===== src/rtl/tfc_pkg.sv =====
package tfc_pkg;
  typedef enum logic [1:0] {
    VIEW_RAW = 2'd0,
    VIEW_TAG = 2'd1,
    VIEW_BLK = 2'd2,
    VIEW_NB  = 2'd3
  } view_e;

  typedef enum logic [1:0] {
    RSEL_ZERO = 2'd0,
    RSEL_MEM  = 2'd1,
    RSEL_TAG  = 2'd2
  } rsel_e;

  localparam int TAG_W        = 32;
  localparam int TAG_DEPTH_LSB = 28;
  localparam int TAG_CNT_LSB  = 18;
  localparam int TAG_FIFO_BIT = 17;
  localparam int TAG_T_BIT    = 16;
  localparam int TAG_F_BIT    = 1;
  localparam int TAG_E_BIT    = 0;
endpackage


===== src/rtl/tfc_store.sv =====
module tfc_store #(
  parameter int DEPTH  = 8,
  parameter int DATA_W = 32,
  localparam int PTR_W = $clog2(DEPTH)
) (
  input  logic              clk,
  input  logic              we,
  input  logic [PTR_W-1:0]  waddr,
  input  logic [DATA_W-1:0] wdata,
  input  logic [PTR_W-1:0]  raddr,
  output logic [DATA_W-1:0] rdata
);
  logic [DATA_W-1:0] mem [DEPTH];

  always_ff @(posedge clk) begin
    if (we) mem[waddr] <= wdata;
    rdata <= mem[raddr];
  end
endmodule


===== src/rtl/tfc_ctrl.sv =====
module tfc_ctrl
  import tfc_pkg::*;
#(
  parameter int DEPTH     = 8,
  parameter int ID_W      = 6,
  parameter bit FIFO_MODE = 1'b1,
  localparam int PTR_W  = $clog2(DEPTH),
  localparam int CNT_W  = PTR_W + 1,
  localparam int MASK_W = 1 << ID_W
) (
  input  logic              clk,
  input  logic              rst,
  input  view_e             view,
  input  logic              rd,
  input  logic              wr,
  input  logic              new_t,
  input  logic              new_f,
  input  logic              new_e,
  input  logic [ID_W-1:0]   id,
  output logic              mem_we,
  output logic [PTR_W-1:0]  mem_waddr,
  output logic [PTR_W-1:0]  out_ptr,
  output logic [CNT_W-1:0]  cnt,
  output logic              t_flag,
  output logic              f_flag,
  output logic              e_flag,
  output rsel_e             rsel_q,
  output logic              stall_q,
  output logic [MASK_W-1:0] wake_q
);
  localparam logic [CNT_W-1:0] FULL_CNT = CNT_W'(DEPTH);

  logic [MASK_W-1:0] mask_q, mask_n, wake_n;
  logic [PTR_W-1:0]  out_n;
  logic [CNT_W-1:0]  cnt_n;
  logic              t_n, f_n, e_n, stall_n;
  rsel_e             rsel_n;
  logic              acc_rd, acc_wr, blk;
  logic [MASK_W-1:0] id_bit;

  assign acc_rd = rd;
  assign acc_wr = wr & ~rd;
  assign blk    = (view == VIEW_BLK);
  assign id_bit = MASK_W'(1) << id;

  always_comb begin
    out_n     = out_ptr;
    cnt_n     = cnt;
    t_n       = t_flag;
    f_n       = f_flag;
    e_n       = e_flag;
    mask_n    = mask_q;
    wake_n    = '0;
    stall_n   = 1'b0;
    rsel_n    = RSEL_ZERO;
    mem_we    = 1'b0;
    mem_waddr = out_ptr + cnt[PTR_W-1:0];
    case (view)
      VIEW_RAW: begin
        if (acc_rd) rsel_n = RSEL_MEM;
        if (acc_wr && FIFO_MODE && cnt != '0) begin
          mem_we    = 1'b1;
          mem_waddr = out_ptr + cnt[PTR_W-1:0] - PTR_W'(1);
        end
      end
      VIEW_TAG: begin
        if (acc_rd) rsel_n = RSEL_TAG;
        if (acc_wr) begin
          t_n = new_t;
          f_n = new_f;
          e_n = new_e;
          if (new_e) cnt_n = '0;
        end
      end
      default: begin
        if (FIFO_MODE && acc_rd) begin
          f_n = 1'b0;
          if (blk && e_flag) begin
            mask_n  = mask_q | id_bit;
            stall_n = 1'b1;
          end else begin
            if (mask_q != '0) begin
              wake_n = mask_q;
              mask_n = '0;
            end
            if (cnt != '0) begin
              rsel_n = RSEL_MEM;
              out_n  = out_ptr + PTR_W'(1);
              cnt_n  = cnt - CNT_W'(1);
            end
            e_n = e_flag | (cnt_n == '0);
          end
        end else if (FIFO_MODE && acc_wr) begin
          e_n = 1'b0;
          if (blk && f_flag) begin
            mask_n  = mask_q | id_bit;
            stall_n = 1'b1;
          end else begin
            if (mask_q != '0) begin
              wake_n = mask_q;
              mask_n = '0;
            end
            if (cnt < FULL_CNT) begin
              mem_we = 1'b1;
              cnt_n  = cnt + CNT_W'(1);
            end
            f_n = f_flag | (cnt_n == FULL_CNT);
          end
        end
      end
    endcase
  end

  always_ff @(posedge clk) begin
    if (rst) begin
      out_ptr <= '0;
      cnt     <= '0;
      t_flag  <= 1'b0;
      f_flag  <= 1'b0;
      e_flag  <= FIFO_MODE;
      mask_q  <= '0;
      wake_q  <= '0;
      stall_q <= 1'b0;
      rsel_q  <= RSEL_ZERO;
    end else begin
      out_ptr <= out_n;
      cnt     <= cnt_n;
      t_flag  <= t_n;
      f_flag  <= f_n;
      e_flag  <= e_n;
      mask_q  <= mask_n;
      wake_q  <= wake_n;
      stall_q <= stall_n;
      rsel_q  <= rsel_n;
    end
  end
endmodule


===== src/rtl/tfc_cell.sv =====
module tfc_cell
  import tfc_pkg::*;
#(
  parameter int DEPTH     = 8,
  parameter int DATA_W    = 32,
  parameter int ID_W      = 6,
  parameter bit FIFO_MODE = 1'b1,
  localparam int PTR_W  = $clog2(DEPTH),
  localparam int CNT_W  = PTR_W + 1,
  localparam int MASK_W = 1 << ID_W
) (
  input  logic              clk,
  input  logic              rst,
  input  logic [1:0]        view_i,
  input  logic              rd_i,
  input  logic              wr_i,
  input  logic [DATA_W-1:0] wdata_i,
  input  logic [ID_W-1:0]   req_id_i,
  output logic [DATA_W-1:0] rdata_o,
  output logic              stall_o,
  output logic [MASK_W-1:0] wake_o
);
  localparam logic [3:0] DEPTH_CODE = FIFO_MODE ? 4'(PTR_W) : 4'd0;

  logic              mem_we;
  logic [PTR_W-1:0]  mem_waddr, out_ptr;
  logic [CNT_W-1:0]  cnt_w;
  logic              t_flag, f_flag, e_flag;
  rsel_e             rsel_q;
  logic [DATA_W-1:0] mem_q;
  logic [TAG_W-1:0]  tag_word, tag_q;

  tfc_ctrl #(.DEPTH(DEPTH), .ID_W(ID_W), .FIFO_MODE(FIFO_MODE)) ctrl_i (
    .clk(clk), .rst(rst), .view(view_e'(view_i)), .rd(rd_i), .wr(wr_i),
    .new_t(wdata_i[TAG_T_BIT]), .new_f(wdata_i[TAG_F_BIT]),
    .new_e(wdata_i[TAG_E_BIT]), .id(req_id_i),
    .mem_we(mem_we), .mem_waddr(mem_waddr), .out_ptr(out_ptr), .cnt(cnt_w),
    .t_flag(t_flag), .f_flag(f_flag), .e_flag(e_flag),
    .rsel_q(rsel_q), .stall_q(stall_o), .wake_q(wake_o)
  );

  tfc_store #(.DEPTH(DEPTH), .DATA_W(DATA_W)) store_i (
    .clk(clk), .we(mem_we), .waddr(mem_waddr), .wdata(wdata_i),
    .raddr(out_ptr), .rdata(mem_q)
  );

  always_comb begin
    tag_word = '0;
    tag_word[TAG_DEPTH_LSB +: 4]     = DEPTH_CODE;
    tag_word[TAG_CNT_LSB +: CNT_W]   = cnt_w;
    tag_word[TAG_FIFO_BIT]           = FIFO_MODE;
    tag_word[TAG_T_BIT]              = t_flag;
    tag_word[TAG_F_BIT]              = f_flag;
    tag_word[TAG_E_BIT]              = e_flag;
  end

  always_ff @(posedge clk) begin
    if (rst) tag_q <= '0;
    else     tag_q <= tag_word;
  end

  always_comb begin
    case (rsel_q)
      RSEL_MEM: rdata_o = mem_q;
      RSEL_TAG: rdata_o = DATA_W'(tag_q);
      default:  rdata_o = '0;
    endcase
  end
endmodule


===== config.mk =====
export PLATFORM = sky130hd
export DESIGN_NAME = tfc_cell
export DESIGN_NICKNAME = d
export VERILOG_FILES = /design/src/rtl/tfc_pkg.sv /design/src/rtl/tfc_store.sv /design/src/rtl/tfc_ctrl.sv /design/src/rtl/tfc_cell.sv
export SDC_FILE = /design/constraint.sdc
export NUM_CORES = 1
export LEC_CHECK = 0
export ABC_AREA = 1
export BUFFER_PORTS_ARGS = -buffer_cell sky130_fd_sc_hd__clkbuf_2
export CORE_MARGIN = 5
export CORE_UTILIZATION = 45
export CTS_BUF_LIST = sky130_fd_sc_hd__clkbuf_4 sky130_fd_sc_hd__clkbuf_8 sky130_fd_sc_hd__clkbuf_16
export DETAILED_ROUTE_END_ITERATION = 8
export PLACE_DENSITY_LB_ADDON = 0.25
export SYNTH_ARGS = -nofsm -noshare
export SYNTH_HDL_FRONTEND = slang
export SYNTH_SLANG_ARGS = --single-unit

===== constraint.sdc =====
create_clock -name clk -period 8.24 [get_ports clk]
set_clock_uncertainty 0.2 [all_clocks]
set_input_delay 1.648 -clock clk [delete_from_list [all_inputs] [get_ports clk]]
set_output_delay 1.648 -clock clk [all_outputs]
set_load 0.01 [all_outputs]

== Word-level counts from Yosys, hierarchy flattened ==
Memory sizes are Yosys's and may differ from the RTL's. A register that Yosys moved wholly into a read port is not among the register bits.
Cells that the tools add are included.
Word-level totals
  bits in registers: 173
  bits in writable memories: 256
  output and inout bits: 97
  logic and storage cells: 110
  memories: 1
Memory list
  store_i.mem: depth 8, bits a word 32, read ports 1, clocked after Yosys merged registers in 1, wr ports 1, RTL line tfc_store.sv:13  | logic [DATA_W-1:0] mem [DEPTH];
Operators by class
  $add $sub $neg: 5
  magnitude comparators: 1
  equality and inequality tests: 9
  shift operators: 1
  mux-type cells: 58
  bitwise gates (word level): 8
  reductions and logical operators: 16
Operators with widths (count)
  2-to-1 mux 64 bit: 10
  OR 64 bit: 1
  one-hot mux 32 bit (2 select lines): 1
  nonzero test 64 bit: 1
  << shifter 1 x 6 -> 64 bit, first input constant: 1
  2-to-1 mux 4 bit: 15
  2-to-1 mux 30 bit: 1
  2-to-1 mux 1 bit: 21
  AND reduction 4 bit: 3
  one-hot mux 4 bit (2 select lines): 1
  2-to-1 mux 2 bit: 3
  2-to-1 mux 3 bit: 2
  != test 3 bit, second input constant: 2
  one-hot mux 1 bit (2 select lines): 3
  AND reduction 6 bit: 1
  adder 4 x 1 -> 4 bit, second input constant: 1
  == test 2 x 1 -> 1 bit, second input constant: 2
  == test 2 bit, second input constant: 2
  == test 4 bit, second input constant: 1
  logical NOT 4 bit: 1
  < comparator 4 bit, second input constant: 1
  inverter 1 bit: 4
  one-hot mux 2 bit (2 select lines): 1
  AND reduction 2 bit: 2
  other kinds (14): 17

== Logic depth before layout (Yosys ltp) ==
Gate-level depths: netlist (run 1).
  depth after elaboration: 12
  gate-level depth with buffers: 11
  mapped depth without buffers: 10

== Hierarchy ==
From an unflattened synthesis (run 1), not the netlist that was laid out.
Second synthesis, totals
  cells, all modules: 2016
  area, all modules: 18122.4 um^2
Modules (own cells, without submodules)
  tfc_store: times used 1, cells an instance 1156, area each 11872.6 um^2
  tfc_ctrl: times used 1, cells an instance 755, area each 5688.0 um^2
  tfc_cell: times used 1, cells an instance 105, area each 561.8 um^2

== Least setup slack after synthesis (run 1) ==
Ideal clock, no wire load.
  path type: input to register
  start: input view_i[1]
  end: memory store_i.mem[4][0], enable pin
  library setup time: 0.421 ns
  arrival: 3.829 ns
  required time: 7.619 ns
  path slack: 3.790 ns
  cell stages on the path: 10
  path buffers: 1
  cell sequence: buf_2 > inv_1 > nand2_1 > nor2_1 > nand2_1 > inv_1 > nand4_1 > nand2_1 > nand2_1 > nor2_1
On the way
  word-level cells in the longest chain between the ends: 8
  elaborated cells on any way between the ends: 11
RTL lines
  start, declared: RTL line tfc_cell.sv:14  | input logic [1:0] view_i,
  == test 2 bit: RTL line tfc_ctrl.sv:43  | assign blk = (view == VIEW_BLK);
  logical AND 1 bit: RTL line tfc_ctrl.sv:95  | if (blk && f_flag) begin
  2-to-1 mux 1 bit: RTL line tfc_ctrl.sv:95
  2-to-1 mux 1 bit: RTL line tfc_ctrl.sv:93  | end else if (FIFO_MODE && acc_wr) begin
  2-to-1 mux 1 bit: RTL line tfc_ctrl.sv:76  | if (FIFO_MODE && acc_rd) begin
  one-hot mux 1 bit (2 select lines): RTL line tfc_ctrl.sv:58  | case (view)
  2-to-1 mux 1 bit: RTL line tfc_store.sv:16  | if (we) mem[waddr] <= wdata;
  2-to-1 mux 1 bit (not written as such): RTL line tfc_store.sv:16
  end, declared: RTL line tfc_store.sv:13
Parallel ways exist; a longest one is shown, timed or not.

== Worst setup path after layout (run 1) ==
  start: input rd_i
  end: memory store_i.mem[0][10], enable pin
On the way
  word-level cells in the longest chain between the ends: 7
  elaborated cells on any way between the ends: 11
RTL lines
  start, declared: RTL line tfc_cell.sv:15  | input logic rd_i,
  inverter 1 bit: RTL line tfc_ctrl.sv:42  | assign acc_wr = wr & ~rd;
  AND 1 bit: RTL line tfc_ctrl.sv:42
  2-to-1 mux 1 bit or logical AND 1 bit (tied branches): RTL line tfc_ctrl.sv:93, tfc_ctrl.sv:61
  2-to-1 mux 1 bit, on equally long branches: RTL line tfc_ctrl.sv:76, tfc_ctrl.sv:61
  one-hot mux 1 bit (2 select lines): RTL line tfc_ctrl.sv:58
  2-to-1 mux 1 bit: RTL line tfc_store.sv:16
  2-to-1 mux 1 bit (not written as such): RTL line tfc_store.sv:16
Parallel ways exist; a longest one is shown, timed or not.

==> run_results.csv, run 1 <==
group,metric,value,unit
global_routing,antenna_found_initial,3,
cts,numCtsBuffers,44,
cts,clk_pin_slew,0.06,ns
power_and_ir_drop,leakage,7.37,nW
worst_hold_path,min-delay-start,"ctrl_i.t_flag",
detailed_routing,drtIter0Drc,831,
yosys,yosys_warnings,0,
setup_path,critical_path_required,8.20,ns
setup_path,crit_arrival,3.96,ns
yosys,syn_nets,1716,
detailed_routing,wl_met2,17.3,mm
finish,final_cell_mix,"nor2_1 (297), nand2_1 (276), edfxtp_1 (256)",
finish,fillCellCount,3300,
timing,hold_ws,0.241,ns
yosys,yosysTopAreaCellShare,0.461,
worst_hold_path,holdCritPathClass,"flop to flop",
cts,cts_setup_buffers,0,
detailed_routing,wl_met3,2.44,mm
setup_path,reg2reg_slack,4.41,ns
yosys,synth_area_leaders,"edfxtp_1 (46%), dfxtp_1 (22%), nor2_1 (6.9%), nand2_1 (6.2%), o21ai_0 (5.2%)",
worst_hold_path,hold_depth,2,
cts,clk_path_buf_depth,3,
detailed_routing,drt_first_pass_iters,4,
cts,cts_sinks,437,
cts,tritoncts,"yes",
yosys,synth_area_per_cell,10.0,µm²
finish,nNetsFinal,1817,
power_and_ir_drop,p_int,3.75,mW
detailed_routing,top_layer,"met5",
detailed_routing,ant_nets,0,
timing,tightest_slew,1.20,ns
placement,hpwl,22.2,mm
detailed_routing,drc,0,
finish,area_growth,15.6,%
cts,cts_hold_buf,0,
floorplanning,num_rows,70,
timing,final.setup.tns,0,ns
floorplanning,fp.dieW,202,µm
global_routing,grt_max_degree,81,
finish,mostFrequentLayoutCell,"nor2_1",
setup_path,critPathCaptureType,"flop",
cts,clk_latency,0.56,ns
global_routing,grt-ovfl-total,0,
setup_path,crit_path_max_fanout,32,
setup_path,r2r_end,"store_i.mem[1][14]",
detailed_routing,wl_per_cell,16.7,µm
timing,drv_slew,0,
worst_hold_path,hold_end,"tag_q[16]",
cts,clock-root-buffer,"clkbuf_16",
yosys,yosysTopAreaCell,"edfxtp_1",
detailed_routing,vias,11600,
floorplanning,die_h,202,µm
yosys,synthesis.area,16700,µm²
finish,drive_above_1_share,0.139,
timing,period_needed,4.00,ns
floorplanning,core,36600,µm²
timing,fmax,0.250,GHz
setup_path,r2r_start,"ctrl_i.out_ptr[1]",
global_routing,grt_pass1_vias,11000,
power_and_ir_drop,p_per_area,249,nW/µm²
setup_path,worstSetupStartpointType,"primary input",
cts,cts_resized,0,
yosys,synth-seq-area-share,0.678,
yosys,syn-instance-count,1664,
timing,finalSetupViolCount,0,
power_and_ir_drop,p_clk_frac,0.441,
global_routing,grt_pass1_wl,60.6,mm
detailed_routing,drt-met1-wl,17.6,mm
placement,numPortBuffers,140,
power_and_ir_drop,power_frac_seq,0.498,
floorplanning,top_level_ports,141,
power_and_ir_drop,power_switching,1.04,mW
cts,htree_levels,2,
yosys,synth-seq-cells,437,
power_and_ir_drop,swShare,0.217,
outcome,outcome,"completed",
floorplanning,start_util,0.455,
detailed_routing,drt-total-wl,38.0,mm
global_routing,gr-usage-all-layers,0.183,
power_and_ir_drop,combinationalPowerShare,0.061,
timing,finalCritPeriodShare,0.485,
flow_run,drv_cap,0,
setup_path,worstSetupPathType,"primary input to flop",
setup_path,r2r_cells,8,
floorplanning,die-area,41000,µm²
timing,grt_setup_unrepaired,"false",
placement,gp_congestion,0.866,
timing,hold_viol_final,0,
power_and_ir_drop,peakVddDrop,0.156,mV
yosys,synth_cell_types,32,
timing,slew_headroom,0.196,
detailed_routing,via_per_inst,5.11,
==> synthesized netlist by cell type <==
cell type  instances
nand4_1           27
nand2_4            1
edfxtp_1         256
nand3_1           35
clkbuf_1          64
buf_2             17
o21ai_1           24
o22ai_1            1
nand3_2            1
nor3_1            65
o21ai_2            1
nand3b_1           1
xor2_1             1
dfxtp_1          181
nand2_1          277
ha_1               7
buf_1             10
o21ai_0          174
buf_4              1
fa_1               1
or2_2              1
o21bai_1           1
clkinv_1           1
nand2_2            1
a21oi_2            1
inv_1            120
nor2_1           305
a31oi_1           32
a21oi_1           50
xnor2_1            1
buf_6              3
inv_2              3
==> worst max path at each step <==
stage	from	to	cells after the start	slack [ns]
4_1_cts	rd_i	store_i.mem[0][10]	8	4.25
3_3_place_gp	rd_i	store_i.mem[6][7]	8	3.78
5_1_grt	rd_i	store_i.mem[0][9]	8	4.04
3_5_place_dp	rd_i	store_i.mem[0][9]	8	3.66
2_1_floorplan	view_i[1]	store_i.mem[4][0]	10	3.79
6_report	rd_i	store_i.mem[0][10]	8	4.24
==> power by group through the flow <==
stage | logic, mW | clock network (mW) | registers (mW)
2_1_floorplan | 0.196 | 0 | 2.43
3_3_place_gp | 0.286 | 0 | 2.43
3_5_place_dp | 0.291 | 0 | 2.44
4_1_cts | 0.293 | 2.15 | 2.39
5_1_grt | 0.330 | 2.25 | 2.39
6_report | 0.291 | 2.11 | 2.39
==> worst max-delay path, cell delays in order <==
cell      delay (ns)
clkbuf_2        0.15
inv_2           0.11
nand2_2         0.09
inv_1           0.08
nand2_1         0.07
o21ai_0         0.39
nand3_1         0.42
nor2_4          0.99
==> per-layer routing <==
metal  global-route usage  vias to the layer above
met5                    0                        -
met4               0.0441                        2
met3               0.0406                       52
met2                0.288                      327
met1                0.263                     5441
li1                     -                     5777
==> cell families (layout without fill, tap and decap cells) <==
group | after synthesis | in the layout | share of synthesized area
AOI/OAI and AO/OA | 284 | 284 | 0.0883
xor gates and xnor gates | 2 | 2 | 0.00105
adders and majority gates | 8 | 8 | 0.00645
buffers and inverters | 219 | 354 | 0.0522
DFF | 437 | 437 | 0.678
other | 0 | 1 | 0
and+or+nand+nor | 714 | 714 | 0.174
==> cell type report <==
cell class / instances / area, µm² / area share
diodes: 1 / 2.50 / 0.000130
clock buffers: 62 / 1280 / 0.0667
clock inverters: 18 / 274 / 0.0142
inverters: 124 / 467 / 0.0242
multi-input cells: 1008 / 4560 / 0.237
flip-flops and latches: 437 / 11300 / 0.587
well taps: 468 / 586 / 0.0304
repair buffers: 150 / 776 / 0.0403
==> registers in the layout (all words and copies together), names as in the netlist <==
name	count
ctrl_i.wake_q	64
tag_q	8
ctrl_i.t_flag	1
ctrl_i.mask_q	64
ctrl_i.e_flag	1
ctrl_i.out_ptr	3
ctrl_i.stall_q	1
ctrl_i.cnt	4
store_i.mem	256
ctrl_i.f_flag	1
store_i.rdata	32
ctrl_i.rsel_q	2
==> per-stage QoR <==
stage	setup slack, ns	std cells	utilization	total power, mW	area [µm²]
after detailed placement	3.66	2187	0.484	2.73	17700
after floorplan	3.79	1664	-	2.62	16700
after global placement	3.78	2187	0.484	2.72	17700
final	4.24	2268	0.526	4.79	19300
after global routing	4.04	2267	0.526	4.98	19300
after CTS	4.25	2267	0.526	4.83	19300
No activity file was read; power rests on OpenSTA's default activity.
==> run 2: changes to the inputs <==
- ABC_AREA: 1 -> 0
- clock period: 8.24 -> 3.6 ns (I/O delays scaled with it)
==> run_results.csv, run 2 <==
group,metric,value,unit
outcome,outcome,"completed",
placement,hpwl,20.9,mm
setup_path,cp_slowest_cell,"buf_4",
timing,hold_viol_final,0,
finish,fillCellCount,2852,
detailed_routing,wl_per_cell,20.4,µm
floorplanning,core,35300,µm²
floorplanning,die_h,198,µm
floorplanning,top_level_ports,141,
detailed_routing,via_per_inst,5.34,
setup_path,worstPathCellList,"inv_1 > ha_1 > buf_4 > a22oi_1 > nor2_1 > clkbuf_2",
power_and_ir_drop,leakage,6.72,nW
detailed_routing,drt_first_pass_iters,5,
setup_path,worstSetupStartpointType,"flop",
yosys,synth_cell_types,53,
yosys,synth-main-ff-cell,"edfxtp_1",
finish,mostFrequentLayoutCell,"edfxtp_1",
timing,worst_slack,0.579,ns
cts,clock-root-buffer,"clkbuf_16",
finish,final_cell_mix,"edfxtp_1 (256), dfxtp_1 (178), clkbuf_2 (139)",
floorplanning,fp.dieW,198,µm
timing,finalCritPeriodShare,0.839,
finish,nNetsFinal,1218,
cts,clk_path_buf_depth,3,
finish,regMostFlops,"store_i.mem",
placement,numPortBuffers,140,
cts,htree_levels,2,
finish,reg_top3,"store_i.mem x256, ctrl_i.mask_q x64, ctrl_i.wake_q x64",
yosys,syn_nets,1055,
detailed_routing,drtIter0Drc,592,
timing,final.setup.tns,0,ns
cts,cts_resized,0,
yosys,synth_edf_count,256,
yosys,synth-seq-cells,437,
detailed_routing,drt-total-wl,33.9,mm
finish,area_growth,18.3,%
global_routing,grt_max_degree,67,
yosys,yosysTopAreaCellShare,0.481,
yosys,syn-instance-count,1003,
floorplanning,num_rows,69,
cts,clk_latency,0.57,ns
finish,largest_reg_flops,256,
timing,finalSetupViolCount,0,
timing,grt_setup_unrepaired,"false",
yosys,ys_top_cells_by_count,"edfxtp_1 (256), dfxtp_1 (181), and2_1 (90)",
finish,drive_above_1_share,0.329,
placement,gp_congestion,0.863,
detailed_routing,ant_nets,0,
setup_path,critical_path_required,2.68,ns
timing,period_needed,3.02,ns
flow_run,drv_cap,0,
finish,insertedDiodeCount,0,
setup_path,worstSetupPathType,"flop to primary output",
finish,multi_input_area,4390,µm²
yosys,synth-seq-area-share,0.708,
yosys,synth_area_leaders,"edfxtp_1 (48%), dfxtp_1 (23%), mux4_2 (9.0%), and2_1 (3.5%), mux2_2 (2.3%)",
yosys,async_flop_share,0,
timing,slew_headroom,0.351,
floorplanning,die-area,39400,µm²
yosys,synth_area_per_cell,15.9,µm²
setup_path,crit_path_max_fanout,29,
timing,fmax,0.331,GHz
global_routing,grt-ovfl-total,0,
yosys,synth.most_common_cell,"edfxtp_1",
global_routing,antenna_found_initial,0,
power_and_ir_drop,peakVddDrop,0.390,mV
finish,seqCellArea,11300,µm²
global_routing,gr-usage-all-layers,0.173,
cts,cts_sinks,437,
global_routing,grt_pass1_wl,52.5,mm
setup_path,crit_start,"ctrl_i.rsel_q[1]",
setup_path,r2r_start,"ctrl_i.cnt[0]",
setup_path,critPathCaptureType,"primary output",
cts,cts_setup_buffers,0,
yosys,yosys_warnings,0,
setup_path,crit_arrival,2.10,ns
global_routing,grt_pass1_vias,8972,
power_and_ir_drop,p_per_area,571,nW/µm²
detailed_routing,drc,0,
yosys,yosysTopAreaCell,"edfxtp_1",
worst_hold_path,min-delay-start,"wdata_i[14]",
yosys,synthesis.area,16000,µm²
placement,dp_slack,0.634,ns
power_and_ir_drop,design_power_total,10.8,mW
cts,clk_pin_slew,0.06,ns
setup_path,cp_slowest_stage_delay,0.38,ns
floorplanning,start_util,0.453,
detailed_routing,vias,8886,
cts,tritoncts,"yes",
cts,numCtsBuffers,45,
cts,cts_hold_buf,0,
timing,drv_slew,0,
timing,tightest_slew,0.974,ns
setup_path,reg2reg_slack,0.63,ns
worst_hold_path,holdCritPathClass,"primary input to flop",
## run 2: cell count changes after synthesis, sizes merged, moves of 12 or more
cell and change:
a21oi +23, a31oi -30, and2 +90, clkbuf -32
inv -111, mux2 +33, mux4 +64, nand2 -261
nand3 -34, nand4 -23, nor2 -267, nor3 +12
nor4 +19, o21ai -188
## run 2: final cells by class
cell class	instances	area share
Inverter	12	0.00238
Clock buffer	58	0.0670
Clock inverter	25	0.0166
Multi-Input combinational cell	500	0.232
Timing Repair Buffer	170	0.0531
Sequential cell	437	0.598
Tap cell	461	0.0305
## run 2: report_power, final
part / total (mW) / switching (mW) / internal [mW]
sequential: 5.47 / 0.0421 / 5.43
combinational: 0.468 / 0.285 / 0.183
clock: 4.86 / 1.92 / 2.94
total: 10.8 / 2.25 / 8.55
## run 2: path summary, 6_finish.rpt
check,depth (start not counted),to
worst max-delay path,6,rdata_o[18]
worst min-delay path,1,store_i.mem[4][14]
worst max register to register,7,store_i.mem[4][10]
worst min register to register,1,tag_q[16]
## run 2: cell families after synthesis
kind of cell               count (synthesis)  share of synthesized area
AOI/OAI and AO/OA                        108                     0.0386
xor gates and xnor gates                   7                    0.00384
adders and majority gates                  8                    0.00673
buffers and inverters                     66                     0.0207
DFF                                      437                      0.708
muxes                                    100                      0.115
and+or+nand+nor                          277                      0.107
## run 2: through the flow
step	area, µm²	hold WS [ns]	util	cells
3_5_place_dp	17300	0.259	0.491	1580
2_1_floorplan	16000	0.231	-	1003
5_1_grt	18900	0.226	0.536	1663
6_report	18900	0.228	0.536	1663
3_3_place_gp	17300	0.253	0.491	1580
4_1_cts	18900	0.204	0.536	1663
## run 2: worst max-delay path: cells and delay by family (launching register included)
kind                       cells  cell delay [ns]
adders and majority gates      1             0.23
AOI/OAI and AO/OA              1             0.13
and+or+nand+nor                1             0.23
buffers and inverters          3             0.63
DFF                            1             0.31
## run 2: layer usage
layer  vias to the layer above  track usage  routed length, µm
met5                         -            0                  0
met4                         0       0.0545                824
met3                        56       0.0325               1660
met2                       224        0.278              16200
met1                      4490        0.241              15200
li1                       4116            -                  -
==> run 3: changes to the inputs <==
- clock period: 3.6 -> 2.42 ns (I/O delays scaled with it)
==> run_results.csv, run 3 (synthesis results as in run 2) <==
group,metric,value,unit
outcome,outcome,"finished with violations",
outcome,violations,"negative setup slack",
finish,insertedDiodeCount,0,
power_and_ir_drop,power_frac_seq,0.511,
cts,cts_sinks,437,
cts,tritoncts,"yes",
setup_path,crit_path_max_fanout,6,
placement,hpwl,21.7,mm
global_routing,antenna_found_initial,0,
floorplanning,start_util,0.453,
setup_path,critical_path_required,2.49,ns
power_and_ir_drop,combinationalPowerShare,0.060,
setup_path,r2r_cells,9,
power_and_ir_drop,p_clk_frac,0.429,
worst_hold_path,holdCritPathClass,"primary input to flop",
finish,regMostFlops,"store_i.mem",
floorplanning,core,35300,µm²
timing,finalSetupViolCount,252,
floorplanning,top_level_ports,141,
finish,final_cell_mix,"edfxtp_1 (256), dfxtp_1 (175), clkbuf_2 (137)",
detailed_routing,drt_first_pass_iters,5,
global_routing,gr-usage-all-layers,0.177,
finish,mostFrequentLayoutCell,"edfxtp_1",
timing,slew_headroom,0.360,
cts,clock-root-buffer,"clkbuf_16",
setup_path,worstSetupStartpointType,"flop",
power_and_ir_drop,p_int,12.6,mW
finish,design_area,20200,µm²
power_and_ir_drop,swShare,0.209,
floorplanning,num_rows,69,
timing,hold_viol_final,0,
cts,numCtsBuffers,44,
cts,clk_pin_slew,0.06,ns
floorplanning,die_h,198,µm
flow_run,drv_cap,0,
global_routing,grt_pass1_vias,9372,
setup_path,crit_arrival,2.64,ns
finish,nNetsFinal,1296,
cts,htree_levels,2,
power_and_ir_drop,leakage,7.28,nW
finish,area_growth,26.6,%
worst_hold_path,hold_depth,1,
detailed_routing,drtIter0Drc,516,
placement,numPortBuffers,140,
floorplanning,die-area,39400,µm²
timing,fmax,0.390,GHz
timing,tightest_slew,0.960,ns
cts,clk_path_buf_depth,3,
power_and_ir_drop,power_switching,3.32,mW
finish,fillCellCount,2726,
timing,drv_slew,0,
cts,clk_latency,0.56,ns
timing,worst_slack,-0.147,ns
floorplanning,fp.dieW,198,µm
placement,gp_congestion,0.845,
detailed_routing,drc,0,
power_and_ir_drop,p_per_area,786,nW/µm²
timing,finalCritPeriodShare,1.06,
finish,largest_reg_flops,256,
placement,dp_slack,-0.176,ns
timing,grt_setup_unrepaired,"true",
timing,period_needed,2.57,ns
detailed_routing,drt-total-wl,35.6,mm
detailed_routing,via_per_inst,5.27,
detailed_routing,vias,9171,
power_and_ir_drop,peakVddDrop,0.606,mV
global_routing,grt_max_degree,67,
global_routing,grt_pass1_wl,54.1,mm
global_routing,grt-ovfl-total,0,
setup_path,critPathCaptureType,"flop",
finish,drive_above_1_share,0.390,
setup_path,worstSetupPathType,"flop to flop",
finish,reg_top3,"store_i.mem x256, ctrl_i.mask_q x64, ctrl_i.wake_q x64",
finish,fin_util,0.573,
detailed_routing,wl_per_cell,20.5,µm
detailed_routing,ant_nets,0,
placement,placed_cell_area,18000,µm²
## run 3: stage by stage
stage	power, mW	std cells	hold WS (ns)	setup TNS (ns)
after floorplan	8.73	1003	0.231	-95.49
final	15.9	1739	0.0239	-25.13
after detailed placement	9.11	1620	0.257	-38.07
after global placement	9.10	1620	0.267	-38.31
after global routing	16.5	1739	0.0185	-40.90
after CTS	16.0	1727	0.00154	-33.14
## run 3: power by group through the flow
stage	Sequential (mW)	Combinational [mW]	Clock (mW)
floorplan	8.27	0.461	0
global placement	8.29	0.812	0
detailed placement	8.29	0.822	0
CTS	8.13	0.908	6.99
global route	8.15	1.02	7.31
finish	8.13	0.949	6.82
## run 3: timing repair
item                       in CTS  in global routing
hold buffers                   11                  0
setup buffers                  11                  7
hold endpoints to repair       77                  0
resized for setup              33                 23
setup endpoints to repair     267                283
pin swaps                       6                  5
cloned                          5                  8
## run 3: worst max-delay path: stages, from the launching register on
cell	delay, ns
dfxtp_4	0.37
ha_4	0.13
inv_2	0.03
fa_2	0.57
ha_4	0.22
nor2b_4	0.17
o22ai_4	0.11
nor2_4	0.14
buf_12	0.16
clkbuf_16	0.16
## run 3: area by class of cell
class                      instances  area (µm²)  share of cell area
clock inverter                    20         195             0.00964
timing repair buffer             249        2150               0.106
clock buffer                      60        1290              0.0636
tap                              461         577              0.0285
multi-input combinational        500        4660               0.230
sequential                       437       11300               0.560
inverter                          12        45.0             0.00223
## run 3: worst paths after layout
check,from,endpoint,slack [ns]
hold / removal,wdata_i[8],store_i.mem[6][8],0.02
setup reg to reg,ctrl_i.cnt[0],store_i.mem[2][13],-0.15
hold reg to reg,ctrl_i.mask_q[5],ctrl_i.wake_q[5],0.28
setup / recovery,ctrl_i.cnt[0],store_i.mem[2][13],-0.15
## run 3: metal layers
layer / wire [µm] / track usage
met5: 0 / 0
met4: 878 / 0.0628
met3: 1820 / 0.0293
met2: 18000 / 0.303
met1: 14900 / 0.232
